### src/rtl/rxs_pkg.sv
package rxs_pkg;

  typedef enum logic [2:0] {
    ST_IDLE,
    ST_START,
    ST_DATA,
    ST_PAR,
    ST_STOP
  } rxState_t;

  // Strobes from the sequencer to the datapath
  typedef struct packed {
    logic clrAcc;     // new frame opened
    logic decided;    // a bit value was voted this cycle
    logic bitVal;     // voted value
    logic shiftData;  // voted bit is a data bit
    logic capPar;     // voted bit is the parity bit
    logic commit;     // voted bit is the stop bit
  } rxStrobe_t;

endpackage

### src/rtl/rxs_ctrl.sv
module rxs_ctrl
  import rxs_pkg::*;
#(
  parameter int OSR    = 16,
  parameter int DATA_W = 8
) (
  input  logic       clk,
  input  logic       rstN,
  input  logic       rxIn,
  input  logic       tick,
  input  logic [1:0] cfgLen,
  input  logic       cfgParEn,
  output rxStrobe_t  strobe
);
  localparam int CNT_W   = $clog2(OSR);
  localparam int IDX_W   = $clog2(DATA_W);
  localparam int MID     = OSR / 2;     // zero-based index of the 9th sample
  localparam int MIN_LEN = DATA_W - 3;

  rxState_t         state;
  logic [1:0]       rxSync;
  logic             rxPrev;
  logic [CNT_W-1:0] sampCnt;
  logic [1:0]       win;
  logic [IDX_W-1:0] bitIdx;

  logic rxS, fall, atMid, atEnd, maj;
  logic [IDX_W-1:0] lastIdx;

  assign rxS     = rxSync[1];
  assign fall    = (state == ST_IDLE) && rxPrev && !rxS;
  assign atMid   = tick && (sampCnt == CNT_W'(MID));
  assign atEnd   = tick && (sampCnt == CNT_W'(OSR - 1));
  assign maj     = (win[1] & win[0]) | (win[1] & rxS) | (win[0] & rxS);
  assign lastIdx = IDX_W'(MIN_LEN - 1) + IDX_W'(cfgLen);

  always_ff @(posedge clk) begin
    if (!rstN) begin
      state   <= ST_IDLE;
      rxSync  <= 2'b11;
      rxPrev  <= 1'b1;
      sampCnt <= '0;
      win     <= 2'b11;
      bitIdx  <= '0;
    end else begin
      rxSync <= {rxSync[0], rxIn};
      rxPrev <= rxS;
      if (fall) begin
        state   <= ST_START;
        sampCnt <= '0;
        bitIdx  <= '0;
      end else if (state != ST_IDLE && tick) begin
        sampCnt <= atEnd ? '0 : sampCnt + CNT_W'(1);
        win     <= {win[0], rxS};
        if (atMid && ((state == ST_START && maj) || state == ST_STOP)) begin
          state <= ST_IDLE;
        end else if (atEnd) begin
          case (state)
            ST_START: state <= ST_DATA;
            ST_DATA:
              if (bitIdx == lastIdx) state <= cfgParEn ? ST_PAR : ST_STOP;
              else bitIdx <= bitIdx + IDX_W'(1);
            ST_PAR:   state <= ST_STOP;
            default:  ;
          endcase
        end
      end
    end
  end

  always_comb begin
    strobe        = '0;
    strobe.clrAcc = fall;
    if (atMid && state != ST_IDLE) begin
      strobe.decided   = 1'b1;
      strobe.bitVal    = maj;
      strobe.shiftData = (state == ST_DATA);
      strobe.capPar    = (state == ST_PAR);
      strobe.commit    = (state == ST_STOP);
    end
  end

endmodule

### src/rtl/rxs_dpath.sv
module rxs_dpath
  import rxs_pkg::*;
#(
  parameter int DATA_W = 8
) (
  input  logic              clk,
  input  logic              rstN,
  input  rxStrobe_t         strobe,
  input  logic [1:0]        cfgLen,
  input  logic              cfgParEn,
  input  logic              cfgParOdd,
  input  logic              rdData,
  input  logic              rdStatus,
  input  logic              ierRx,
  input  logic              ierErr,
  output logic [DATA_W-1:0] rxData,
  output logic              dataReady,
  output logic              overrun,
  output logic              parityErr,
  output logic              frameErr,
  output logic              breakInt,
  output logic              rxReq,
  output logic              errReq
);
  localparam int SPAN = 3;  // longest minus shortest length

  logic [DATA_W-1:0] shiftR, aligned;
  logic parAcc, parBit, zeroAll, drPrev;
  logic parBad, stopBad;

  assign aligned = shiftR >> (2'(SPAN) - cfgLen);
  assign parBad  = cfgParEn && (parAcc ^ parBit ^ cfgParOdd);
  assign stopBad = !strobe.bitVal;

  // Frame accumulation
  always_ff @(posedge clk) begin
    if (!rstN) begin
      shiftR  <= '0;
      parAcc  <= 1'b0;
      parBit  <= 1'b0;
      zeroAll <= 1'b1;
    end else if (strobe.clrAcc) begin
      parAcc  <= 1'b0;
      zeroAll <= 1'b1;
    end else if (strobe.decided) begin
      zeroAll <= zeroAll & ~strobe.bitVal;
      if (strobe.shiftData) begin
        shiftR <= {strobe.bitVal, shiftR[DATA_W-1:1]};
        parAcc <= parAcc ^ strobe.bitVal;
      end
      if (strobe.capPar) parBit <= strobe.bitVal;
    end
  end

  // Holding register and status, set has priority over clear
  always_ff @(posedge clk) begin
    if (!rstN) begin
      rxData    <= '0;
      dataReady <= 1'b0;
      overrun   <= 1'b0;
      parityErr <= 1'b0;
      frameErr  <= 1'b0;
      breakInt  <= 1'b0;
      drPrev    <= 1'b0;
    end else begin
      drPrev <= dataReady;
      if (strobe.commit) rxData <= aligned;

      if (strobe.commit)  dataReady <= 1'b1;
      else if (rdData)    dataReady <= 1'b0;

      if (strobe.commit && dataReady && !rdData) overrun <= 1'b1;
      else if (rdStatus)                         overrun <= 1'b0;

      if (strobe.commit && parBad) parityErr <= 1'b1;
      else if (rdStatus)           parityErr <= 1'b0;

      if (strobe.commit && stopBad) frameErr <= 1'b1;
      else if (rdStatus)            frameErr <= 1'b0;

      if (strobe.commit && stopBad && zeroAll) breakInt <= 1'b1;
      else if (rdStatus)                       breakInt <= 1'b0;
    end
  end

  assign rxReq  = ierRx && dataReady && !drPrev;
  assign errReq = ierErr && (overrun || parityErr || frameErr || breakInt);

endmodule

### src/rtl/uart_rx_status.sv
module uart_rx_status
  import rxs_pkg::*;
#(
  parameter int OSR    = 16,
  parameter int DATA_W = 8
) (
  input  logic              clk,
  input  logic              rstN,
  input  logic              rxIn,
  input  logic              tick,
  input  logic [1:0]        cfgLen,
  input  logic              cfgParEn,
  input  logic              cfgParOdd,
  input  logic              rdData,
  input  logic              rdStatus,
  input  logic              ierRx,
  input  logic              ierErr,
  output logic [DATA_W-1:0] rxData,
  output logic              dataReady,
  output logic              overrun,
  output logic              parityErr,
  output logic              frameErr,
  output logic              breakInt,
  output logic              rxReq,
  output logic              errReq
);
  rxStrobe_t strobe;

  rxs_ctrl #(.OSR(OSR), .DATA_W(DATA_W)) uCtrl (
    .clk(clk), .rstN(rstN), .rxIn(rxIn), .tick(tick),
    .cfgLen(cfgLen), .cfgParEn(cfgParEn), .strobe(strobe)
  );

  rxs_dpath #(.DATA_W(DATA_W)) uDpath (
    .clk(clk), .rstN(rstN), .strobe(strobe),
    .cfgLen(cfgLen), .cfgParEn(cfgParEn), .cfgParOdd(cfgParOdd),
    .rdData(rdData), .rdStatus(rdStatus), .ierRx(ierRx), .ierErr(ierErr),
    .rxData(rxData), .dataReady(dataReady), .overrun(overrun),
    .parityErr(parityErr), .frameErr(frameErr), .breakInt(breakInt),
    .rxReq(rxReq), .errReq(errReq)
  );

endmodule

### config.mk
export PLATFORM = sky130hd
export DESIGN_NAME = uart_rx_status
export DESIGN_NICKNAME = d
export VERILOG_FILES = /design/src/rtl/rxs_pkg.sv /design/src/rtl/rxs_ctrl.sv /design/src/rtl/rxs_dpath.sv /design/src/rtl/uart_rx_status.sv
export SDC_FILE = /design/constraint.sdc
export NUM_CORES = 1
export LEC_CHECK = 0
export BUFFER_PORTS_ARGS = -buffer_cell sky130_fd_sc_hd__buf_2
export CORE_UTILIZATION = 50
export CTS_CLUSTER_DIAMETER = 120
export DETAILED_ROUTE_END_ITERATION = 8
export GPL_TIMING_DRIVEN = 0
export PLACE_DENSITY = 0.69
export SLEW_MARGIN = 10
export SYNTH_ARGS = -nofsm -noshare
export SYNTH_HDL_FRONTEND = slang
export SYNTH_SLANG_ARGS = --single-unit
### constraint.sdc
create_clock -name clk -period 5 [get_ports clk]
set_input_delay 0 -clock clk [delete_from_list [all_inputs] [get_ports clk]]
set_output_delay 0 -clock clk [all_outputs]
set_load 0.02 [all_outputs]
Word level (Yosys, flattened, before mapping):

Index checks and enable logic that the tools add are counted.

* memories: 0
* register bits: 40
* bits in read-only memories: 0
* bits in latches: 0
* input port bits: 12
* logic and storage cells: 107
* output and inout bits: 15
* memory bits (writable): 0

* shifts and indexed selects: 1
* order comparisons: 0
* bitwise gates (word level): 14
* reduce and logical (&&, ||, !) cells: 45
* equality and inequality tests: 9
* $mul: 0
* add/sub/neg operators: 4
* muxes and demuxes: 16
* divide/modulo/power cells: 0

Operator list (count)
* $logic_and 1x1->1: 17
* $reduce_bool 2->1: 7
* $mux 3: 4
* $mux 1: 9
* $pmux 3 s3: 1
* $eq 4x4->1 const B: 2
* $reduce_and 4->1: 2
* $shr 8x2->8: 1
* $eq 3x2->1 const B: 2
* $reduce_and 3->1: 2
* $reduce_bool 3->1: 2
* $mux 5: 1
* $not 1->1: 5
* $reduce_and 5->1: 1
* $reduce_bool 5->1: 1
* $add 4x1->4 const B: 1
* $and 1x1->1: 4
* $logic_not 1->1: 4
* $logic_or 1x1->1: 4
* $mux 4: 1
* $ne 4x1->1 const B: 1
* $reduce_and 2->1: 2
* $reduce_bool 4->1: 1
* $add 3x1->3 const B: 1
* 10 further kinds: 13

Longest topological paths before layout:

Gate-level depths: netlist of the first run.

* depth in word-level cells: 9
* gate-level depth with buffers: 8

Cells and area by module:

From an unflattened synthesis of the first run, not the netlist that was laid out.

* cells, all modules: 209
* area total of the unflattened synthesis: 1950.6 um^2

By module, submodules not included
* rxs_dpath: times used 1, cells each 110, area an instance 1108.6 um^2
* rxs_ctrl: times used 1, cells each 99, area an instance 842.1 um^2

Worst setup path before layout of the first run:

OpenSTA, ideal clock, no wires.

* kind: flip-flop to flip-flop
* start point: reg uCtrl.sampCnt[0]
* end point: reg uCtrl.state[0]
* library setup time: 120 ps
* data arrival time: 1636 ps
* slack: 3245 ps
* cell stages (with the launch flop): 8
* buffers on the path: 1
* data required time: 4880 ps
* clock period less this slack: 1755 ps
* cells stage by stage: dfxtp_1 -> inv_1 -> ha_1 -> and4b_1 -> buf_6 -> and3_4 -> o311a_1 -> a211o_1

* cells in the longest elaborated chain, start to end: 6

RTL lines
* start, declared: line rxs_ctrl.sv:23 `logic [CNT_W-1:0] sampCnt;`
* start signal, assigned: line rxs_ctrl.sv:53 `sampCnt <= atEnd ? '0 : sampCnt + CNT_W'(1);`
* $eq 4x4->1: line rxs_ctrl.sv:32 `assign atMid = tick && (sampCnt == CNT_W'(MID));`
* $logic_and 1x1->1: line rxs_ctrl.sv:32
* $logic_and 1x1->1: line rxs_ctrl.sv:55 `if (atMid && ((state == ST_START && maj) || state == ST_STOP)) begin`
* $mux 3: line rxs_ctrl.sv:55
* $mux 1: line rxs_ctrl.sv:52 `end else if (state != ST_IDLE && tick) begin`
* $mux 1: line rxs_ctrl.sv:48 `if (fall) begin`
* end signal, assigned: line rxs_ctrl.sv:61 `if (bitIdx == lastIdx) state <= cfgParEn ? ST_PAR : ST_STOP;`
* end, declared: line rxs_ctrl.sv:20 `rxState_t state;`

Parallel ways exist; a longest one is shown, timed or not. The select of a mux whose other input is x is not followed.
A chain may end at the register's enable or synchronous reset.

Worst setup path after layout of the first run:

Same ends and word-level chain as after synthesis.

==> out/metrics.cfg, run 1 <==
[die]
pin_count = 27
core_area_mm2 = 0.00372
die_y_um = 64.6
die_area_mm2 = 0.00418
row_count = 22
die_w_um = 64.6
start_util = 0.528

[placed_design]
io_buffers = 24
gp_congestion = 0.864
place_inst = 292
placed_area_mm2 = 0.00214
place_hpwl_um = 2770

[setup_path]
required_ns = 5.18
regToRegSetupSlack_ns = 3.15
startpoint_type = register
path_class = reg -> reg
r2r_start = uCtrl.sampCnt[0]
worstPathMaxFanout = 7
crit_path_start = uCtrl.sampCnt[0]
ff2ff_path_depth = 7
cp.arrival_ns = 2.03
worstSetupEndpointType = register

[sta]
setup_viol = 0
maxSlewHeadroom = 0.666
finalHoldViolCount = 0
period_minus_slack_ns = 1.85
worstMarginPinSlew_ns = 0.500
fin_tns_setup_ns = 0
clock_skew_ns = 0.00779
fmax_mhz = 540
rsz0062_at_grt = no
period_share = 0.371
final-max-slew-violation-count = 0

[routing]
wl_per_cell_um = 13.1
drt-total-wl_um = 3960
ant_nets = 0
drtIter0Drc = 77
via_per_inst = 5.31
drt-pass1-iter-count = 4
drc = 0
vias = 1610

[power_and_ir_drop]
p_clk_frac = 0.357
leakagePower_nw = 0.904
power_switching_share = 0.223
pwr-share-seq = 0.580
p_sw_w = 0.000123
vdd_drop_max_mv = 0.193
power_frac_comb = 0.063
p_int_w = 0.000430
p_per_area_mw_per_mm2 = 245

[layout]
finalNonFillerCells = 303
seqCellArea_um2 = 801
layout-drive-gt1-share = 0.176
n_antenna_cell = 0
fin_area_mm2 = 0.00226
final_cell_mix = dfxtp_1, buf_2, nand2_1
multi_input_area_mm2 = 0.00106
final_common_cell = dfxtp_1
num-fill-cells = 351
finalNetCount = 270
syn2layout_area_growth_pct = 15.2

[global_route]
grt-ovfl-total = 0
grt_pass1_vias = 1516
use_met2 = 0.355
antenna_found_initial = 0
grt_busiest_layer = met2
grt_pass1_wl_um = 6940
met1_usage = 0.272
met3_usage = 0.0546
grt.total_usage = 0.217
grt_max_degree = 12

[synthesis]
netlist_area_mm2 = 0.00196
synth_top_area_frac = 0.408
yosysSeqAreaShare = 0.408
yosysUniqueCellTypes = 46
syn-num-nets = 235
yosysTopAreaCell = dfxtp_1
ys_warn_count = 0
syn_area_per_cell_um2 = 8.92
syn_inst = 220
synth_area_leaders = dfxtp_1, a21boi_0, mux2i_1, nand2_1, nand3_1
ys_ff_latch = 40

[flow_run]
cap_viol_max_count = 0

[clock_network]
clk_pin_slew_ns = 0.07
cts_made_buffers = 5
clkSinkCount = 40
cts_max_level = 2
cts.root.buffer_cell = clkbuf_8
cts_buffer_depth = 2
clkLatencyLatePin_ns = 0.29
cts_tree = yes

[worst_hold_path]
min_path_type = in -> reg
min_delay_path_depth = 3
holdCritStartpoint = cfgParEn

[outcome]
status = complete, no violations

## cell usage after synthesis (all sizes together)
cell type / count
nor2: 13
mux4: 1
o21ba: 1
dfxtp: 40
o21a: 1
and3: 4
nand4: 5
o311a: 1
maj3: 1
o41a: 1
nand4b: 4
a311oi: 2
xor2: 2
nor4: 2
nand2b: 8
ha: 3
xnor2: 5
o32ai: 1
and4b: 1
nand2: 28
clkbuf: 5
and2: 3
or3: 1
o22ai: 2
a21o: 1
nand3: 16
inv: 6
a211o: 1
or3b: 1
nor2b: 5
o21ai: 6
a21boi: 18
a21oi: 5
mux2i: 11
buf: 9
nand3b: 1
nor3b: 4
nor3: 1
## path summary, 6_finish.rpt
path                                          to
worst min-delay path            uDpath.parityErr
worst max-delay path              uCtrl.state[0]
worst min register to register   uCtrl.rxSync[1]
worst max register to register    uCtrl.state[0]
## logic make-up after synthesis
| group | Yosys count | synth area share |
|---|---|---|
| buffers and inverters | 20 | 0.0497 |
| multiplexers | 12 | 0.0676 |
| adder cells (fa/ha/maj) | 4 | 0.0249 |
| AO/OA/AOI/OAI | 40 | 0.156 |
| XOR/XNOR | 7 | 0.0313 |
| AND/OR/NAND/NOR | 97 | 0.263 |
| flip-flops | 40 | 0.408 |
## metal layers
| layer | part of all wire | vias up |
|---|---|---|
| met3 | 0.040 | 5 |
| met2 | 0.46 | 35 |
| met5 | 0 | - |
| met1 | 0.48 | 734 |
| li1 | - | 836 |
| met4 | 0.016 | 0 |
## registers in the layout, summed over array words and instances, names as in the netlist, 2 cells and up
| signal | flops |
|---|---|
| uCtrl.sampCnt | 4 |
| uCtrl.win | 2 |
| uDpath.rxData | 8 |
| uCtrl.state | 3 |
| uCtrl.bitIdx | 3 |
| uCtrl.rxSync | 2 |
| uDpath.shiftR | 8 |
## worst max-delay path, stage by stage (launching register included)
cell and delay [ns]:
dfxtp_1 0.37, inv_1 0.08, ha_1 0.19, and4b_1 0.20
buf_6 0.13, and3_4 0.17, o311a_1 0.35, a211o_1 0.26
## power groups by stage
stage	Clock (W)	Sequential (W)	Combinational, W
2_1_floorplan	0	0.000328	0.0000216
3_3_place_gp	0	0.000328	0.0000323
3_5_place_dp	0	0.000328	0.0000327
4_1_cts	0.000204	0.000321	0.0000352
5_1_grt	0.000219	0.000321	0.0000379
6_report	0.000198	0.000321	0.0000347
## layout make-up
cell class | count | area share
inverters | 6 | 0.00997
plain buffers | 14 | 0.0332
repair buffers | 28 | 0.0709
flip-flops and latches | 40 | 0.354
multi-input cells | 160 | 0.471
clock inverters | 1 | 0.00221
well taps | 48 | 0.0266
clock buffers | 6 | 0.0321
## what timing repair did
| action | in CTS | in global routing |
|---|---|---|
| hold buffers | 4 | 0 |
| resized for setup | 0 | 0 |
| hold endpoints to repair | 3 | 0 |
| buffers inserted | 0 | 0 |
## stage by stage
step                      setup WS, ns   util  total power [W]  hold WS, ns
after floorplan                   3.24      -         0.000350       0.0730
after global routing              3.04  0.608         0.000578       0.0393
after detailed placement          3.15  0.576         0.000361        0.195
after global placement            3.16  0.576         0.000361        0.182
after CTS                         3.14  0.608         0.000560       0.0112
final                             3.15  0.608         0.000554       0.0107
Note: power is estimated with default switching activity, not from simulation.
==> run 2: changes to the inputs <==
- clock period: 5 -> 1.8 ns (I/O delays scaled with it)
==> run 2 against run 1 <==
Compared with the run above: combinational power rose to 2.9 times the previous value; highest routed layer unchanged; via count rose by 1.7%; die area did not move; critical endpoint unchanged; count of clock-buffer cells in the layout did not move.
==> out/metrics.cfg, run 2 (synthesized netlist as in run 1, its figures left out) <==
[global_route]
grt.total_usage = 0.220
antenna_found_initial = 0
grt-ovfl-total = 0
grt_pass1_wl_um = 7030
grt_max_degree = 12
grt_pass1_vias = 1532

[placed_design]
place_hpwl_um = 2770
dp_slack_ns = -0.0491
gp_congestion = 0.864
io_buffers = 24

[routing]
drt-total-wl_um = 4110
drc = 0
vias = 1638
drtIter0Drc = 84
drt-pass1-iter-count = 4
ant_nets = 0
via_per_inst = 5.32
wl_per_cell_um = 13.3

[die]
core_area_mm2 = 0.00372
die_area_mm2 = 0.00418
pin_count = 27
die_y_um = 64.6
start_util = 0.528
row_count = 22
die_w_um = 64.6

[clock_network]
clk_pin_slew_ns = 0.07
cts_made_buffers = 5
cts_tree = yes
cts_buffer_depth = 2
cts.root.buffer_cell = clkbuf_8
cts_max_level = 2
clkSinkCount = 40
clkLatencyLatePin_ns = 0.29

[setup_path]
path_class = reg -> reg
cp.depth = 6
regToRegSetupSlack_ns = 0.04
required_ns = 1.98
cp.arrival_ns = 1.93
startpoint_type = register
cpMaxStageDelayCell = o311a_1
worstPathMaxFanout = 5
worstSetupEndpointType = register
ff2ff_path_depth = 6
path_cells = inv_1 -> ha_1 -> and4b_2 -> and3_4 -> o311a_1 -> a211o_1
critical_path.top_delay_family = compound AO/OA/AOI/OAI gates
cp_num_buf_inv = 1
cp_slowest_stage_delay_ns = 0.35

[sta]
period_minus_slack_ns = 1.76
worstMarginPinSlew_ns = 0.520
finalHoldViolCount = 0
period_share = 0.976
fin_tns_setup_ns = 0
fin_ws_ns = 0.0435
setup_viol = 0
whs_ns = 0.0174
final-max-slew-violation-count = 0
clock_skew_ns = 0.00742
maxSlewHeadroom = 0.651
fmax_mhz = 569
rsz0062_at_grt = no

[flow_run]
cap_viol_max_count = 0

[power_and_ir_drop]
vdd_drop_max_mv = 0.513
p_per_area_mw_per_mm2 = 664
finalPower_w = 0.00154
leakagePower_nw = 0.933

[layout]
syn2layout_area_growth_pct = 18.4
top_regs = uDpath.rxData (8), uDpath.shiftR (8), uCtrl.sampCnt (4)
final_util = 0.625
final_cell_mix = dfxtp_1, nand2_1, buf_2
layout-drive-gt1-share = 0.215
finalNetCount = 275
n_antenna_cell = 0
final_common_cell = dfxtp_1

[worst_hold_path]
min_path_type = in -> reg
min_delay_path_depth = 3

[outcome]
status = complete, no violations

-- run 2: changes by cell type in the layout (fill, tap and decap cells not counted), moves of 2 or more --
cell / change
dfxtp_1: -2
clkbuf_4: +2
buf_2: -2
buf_4: +6
dfxtp_2: +2
-- run 2: routing by layer --
| layer | track usage | up-vias | wire, um |
|---|---|---|---|
| li1 | - | 849 | - |
| met1 | 0.277 | 753 | 2000 |
| met4 | 0.0833 | 0 | 65 |
| met5 | 0 | - | 0 |
| met3 | 0.0546 | 5 | 150 |
| met2 | 0.359 | 31 | 1890 |
-- run 2: power by group --
part / total, W / switching (W) / internal (W)
clock: 0.000550 / 0.000286 / 0.000263
combinational: 0.000102 / 0.0000561 / 0.0000456
sequential: 0.000892 / 0.00000222 / 0.000890
total: 0.00154 / 0.000345 / 0.00120
-- run 2: layout make-up --
class	instances	area (um^2)
Fill cell	342	1390
Multi-Input combinational cell	160	1080
Sequential cell	40	803
Timing Repair Buffer	34	205
Clock buffer	6	72.6
Buffer	13	70.1
Tap cell	48	60.1
Inverter	6	22.5
Clock inverter	1	5.00
-- run 2: path summary, 6_finish.rpt --
check / from / end
setup / recovery: uCtrl.sampCnt[0] / uCtrl.state[0]
hold reg to reg: uCtrl.rxSync[0] / uCtrl.rxSync[1]
setup reg to reg: uCtrl.sampCnt[0] / uCtrl.state[0]
hold / removal: cfgParEn / uDpath.parityErr
-- run 2: metrics by stage --
| step | area, um^2 | std cells |
|---|---|---|
| 2_1_floorplan | 1960 | 220 |
| 3_3_place_gp | 2140 | 292 |
| 3_5_place_dp | 2140 | 292 |
| 4_1_cts | 2290 | 306 |
| 5_1_grt | 2320 | 308 |
| 6_report | 2320 | 308 |
-- run 2: worst reg2reg max path: cells and delay by family (launching register included) --
kind	cells	cell delay, ns
AND/OR/NAND/NOR	2	0.46
adder cells (fa/ha/maj)	1	0.18
flip-flops	1	0.34
buffers and inverters	1	0.06
AO/OA/AOI/OAI	2	0.61
-- run 2: repair_timing --
action	in CTS	in global routing
setup endpoints to repair	2	10
pin swaps	1	2
buffers inserted	3	3
gates resized for setup	3	7
endpoints found under the hold margin	3	0
hold buffers	4	0
==> run 3: changes to the inputs <==
--- a/config.mk
+++ b/config.mk
@@ -10,2 +10,3 @@
 export CTS_CLUSTER_DIAMETER = 120
+export CTS_CLUSTER_SIZE = 40
 export DETAILED_ROUTE_END_ITERATION = 8
==> constraint.sdc (replaced) <==
create_clock -name clk -period 1.8 [get_ports clk]
set_input_delay 0.36 -clock clk [delete_from_list [all_inputs] [get_ports clk]]
set_output_delay 0.36 -clock clk [all_outputs]
set_load 0.02 [all_outputs]
==> run 3 against run 2 <==
Compared with the run above: die area unchanged; combinational power decreased by 8%; sequential cell count unchanged; critical endpoint unchanged; largest cell class unchanged.
==> out/metrics.cfg, run 3 (synthesized netlist as in run 1, its figures left out) <==
[worst_hold_path]
min_delay_path_depth = 2
min_path_type = in -> reg

[clock_network]
cts.root.buffer_cell = clkbuf_8
clkLatencyLatePin_ns = 0.29
clk_pin_slew_ns = 0.06
clkSinkCount = 40
cts_max_level = 2
cts_tree = yes
cts_buffer_depth = 2
cts_made_buffers = 5

[power_and_ir_drop]
p_per_area_mw_per_mm2 = 673
finalPower_w = 0.00154
leakagePower_nw = 0.918
vdd_drop_max_mv = 0.512

[setup_path]
required_ns = 1.98
worstPathMaxFanout = 5
cp_slowest_stage_delay_ns = 0.35
ff2ff_path_depth = 6
startpoint_type = register
cp.arrival_ns = 1.93
path_cells = inv_1 -> ha_1 -> and4b_2 -> and3_4 -> o311a_1 -> a211o_1
cpMaxStageDelayCell = o311a_1
worstSetupEndpointType = register
path_class = reg -> reg

[sta]
maxSlewHeadroom = 0.650
fin_ws_ns = 0.0456
worstMarginPinSlew_ns = 0.520
setup_viol = 0
period_minus_slack_ns = 1.75
period_share = 0.975
final-max-slew-violation-count = 0
rsz0062_at_grt = no
fmax_mhz = 570
clock_skew_ns = 0.00770
finalHoldViolCount = 0
whs_ns = 0.259

[outcome]
status = complete, no violations

[placed_design]
gp_congestion = 0.864
dp_slack_ns = -0.0491
place_inst = 292
io_buffers = 24
place_hpwl_um = 2770

[global_route]
met1_usage = 0.278
grt.total_usage = 0.217
grt_pass1_vias = 1502
grt_busiest_layer = met2
antenna_found_initial = 0
use_met2 = 0.347
grt-ovfl-total = 0
met3_usage = 0.0546
grt_max_degree = 12
grt_pass1_wl_um = 6930

[layout]
final_common_cell = dfxtp_1
layout-drive-gt1-share = 0.219
n_antenna_cell = 0
syn2layout_area_growth_pct = 16.3
final_util = 0.614
seqCellArea_um2 = 803
multi_input_area_mm2 = 0.00108
top_regs = uDpath.rxData (8), uDpath.shiftR (8), uCtrl.sampCnt (4)
num-fill-cells = 348
finalNetCount = 271
final_cell_mix = dfxtp_1, nand2_1, buf_2
finalNonFillerCells = 304

[routing]
drt-pass1-iter-count = 4
ant_nets = 0
drc = 0
wl_per_cell_um = 13.2
drtIter0Drc = 75
vias = 1625
drt-total-wl_um = 4020
via_per_inst = 5.35

[die]
pin_count = 27
row_count = 22
die_area_mm2 = 0.00418
start_util = 0.528
core_area_mm2 = 0.00372
die_y_um = 64.6
die_w_um = 64.6

[flow_run]
cap_viol_max_count = 0

-- run 3: metrics by stage --
stage | area (um^2) | TNS (ns)
3_3_place_gp | 2140 | -0.0365
3_5_place_dp | 2140 | -0.0536
5_1_grt | 2280 | 0
2_1_floorplan | 1960 | 0
4_1_cts | 2250 | 0
6_report | 2280 | 0
-- run 3: worst max-delay path: cells and delay by family (launching register included) --
kind	cells	cell delay [ns]
AO/OA/AOI/OAI	2	0.61
adder cells (fa/ha/maj)	1	0.18
buffers and inverters	1	0.06
flip-flops	1	0.34
AND/OR/NAND/NOR	2	0.46
-- run 3: layout make-up --
| type | instances | share of cell area |
|---|---|---|
| clock inverters | 1 | 0.00219 |
| inverters | 6 | 0.00987 |
| flip-flops and latches | 40 | 0.352 |
| well taps | 48 | 0.0263 |
| multi-input cells | 160 | 0.475 |
| repair buffers | 30 | 0.0724 |
| clock buffers | 6 | 0.0318 |
| plain buffers | 13 | 0.0307 |
-- run 3: repair_timing --
action	4_1_cts	5_1_grt
hold buffers	0	0
setup buffers	3	3
setup endpoints to repair	2	10
pin swaps	1	2
resized for setup	3	7
-- run 3: power by group --
group | switching, W | internal, W | leakage (nW)
sequential | 0.00000223 | 0.000890 | 0.324
clock | 0.000286 | 0.000263 | 0.0410
combinational | 0.0000542 | 0.0000400 | 0.553
total | 0.000342 | 0.00119 | 0.918
-- run 3: path summary, 6_finish.rpt --
check,slack (ns),endpoint,startpoint
worst min register to register,0.42,uCtrl.rxSync[1],uCtrl.rxSync[0]
worst min-delay path,0.26,uCtrl.rxSync[0],rxIn
worst max-delay path,0.05,uCtrl.state[0],uCtrl.sampCnt[0]
worst max register to register,0.05,uCtrl.state[0],uCtrl.sampCnt[0]
-- run 3: metal layers --
metal,vias up,wire length (um)
met5,-,0
met4,0,65
met3,5,149
met2,29,1830
met1,748,1970
li1,843,-
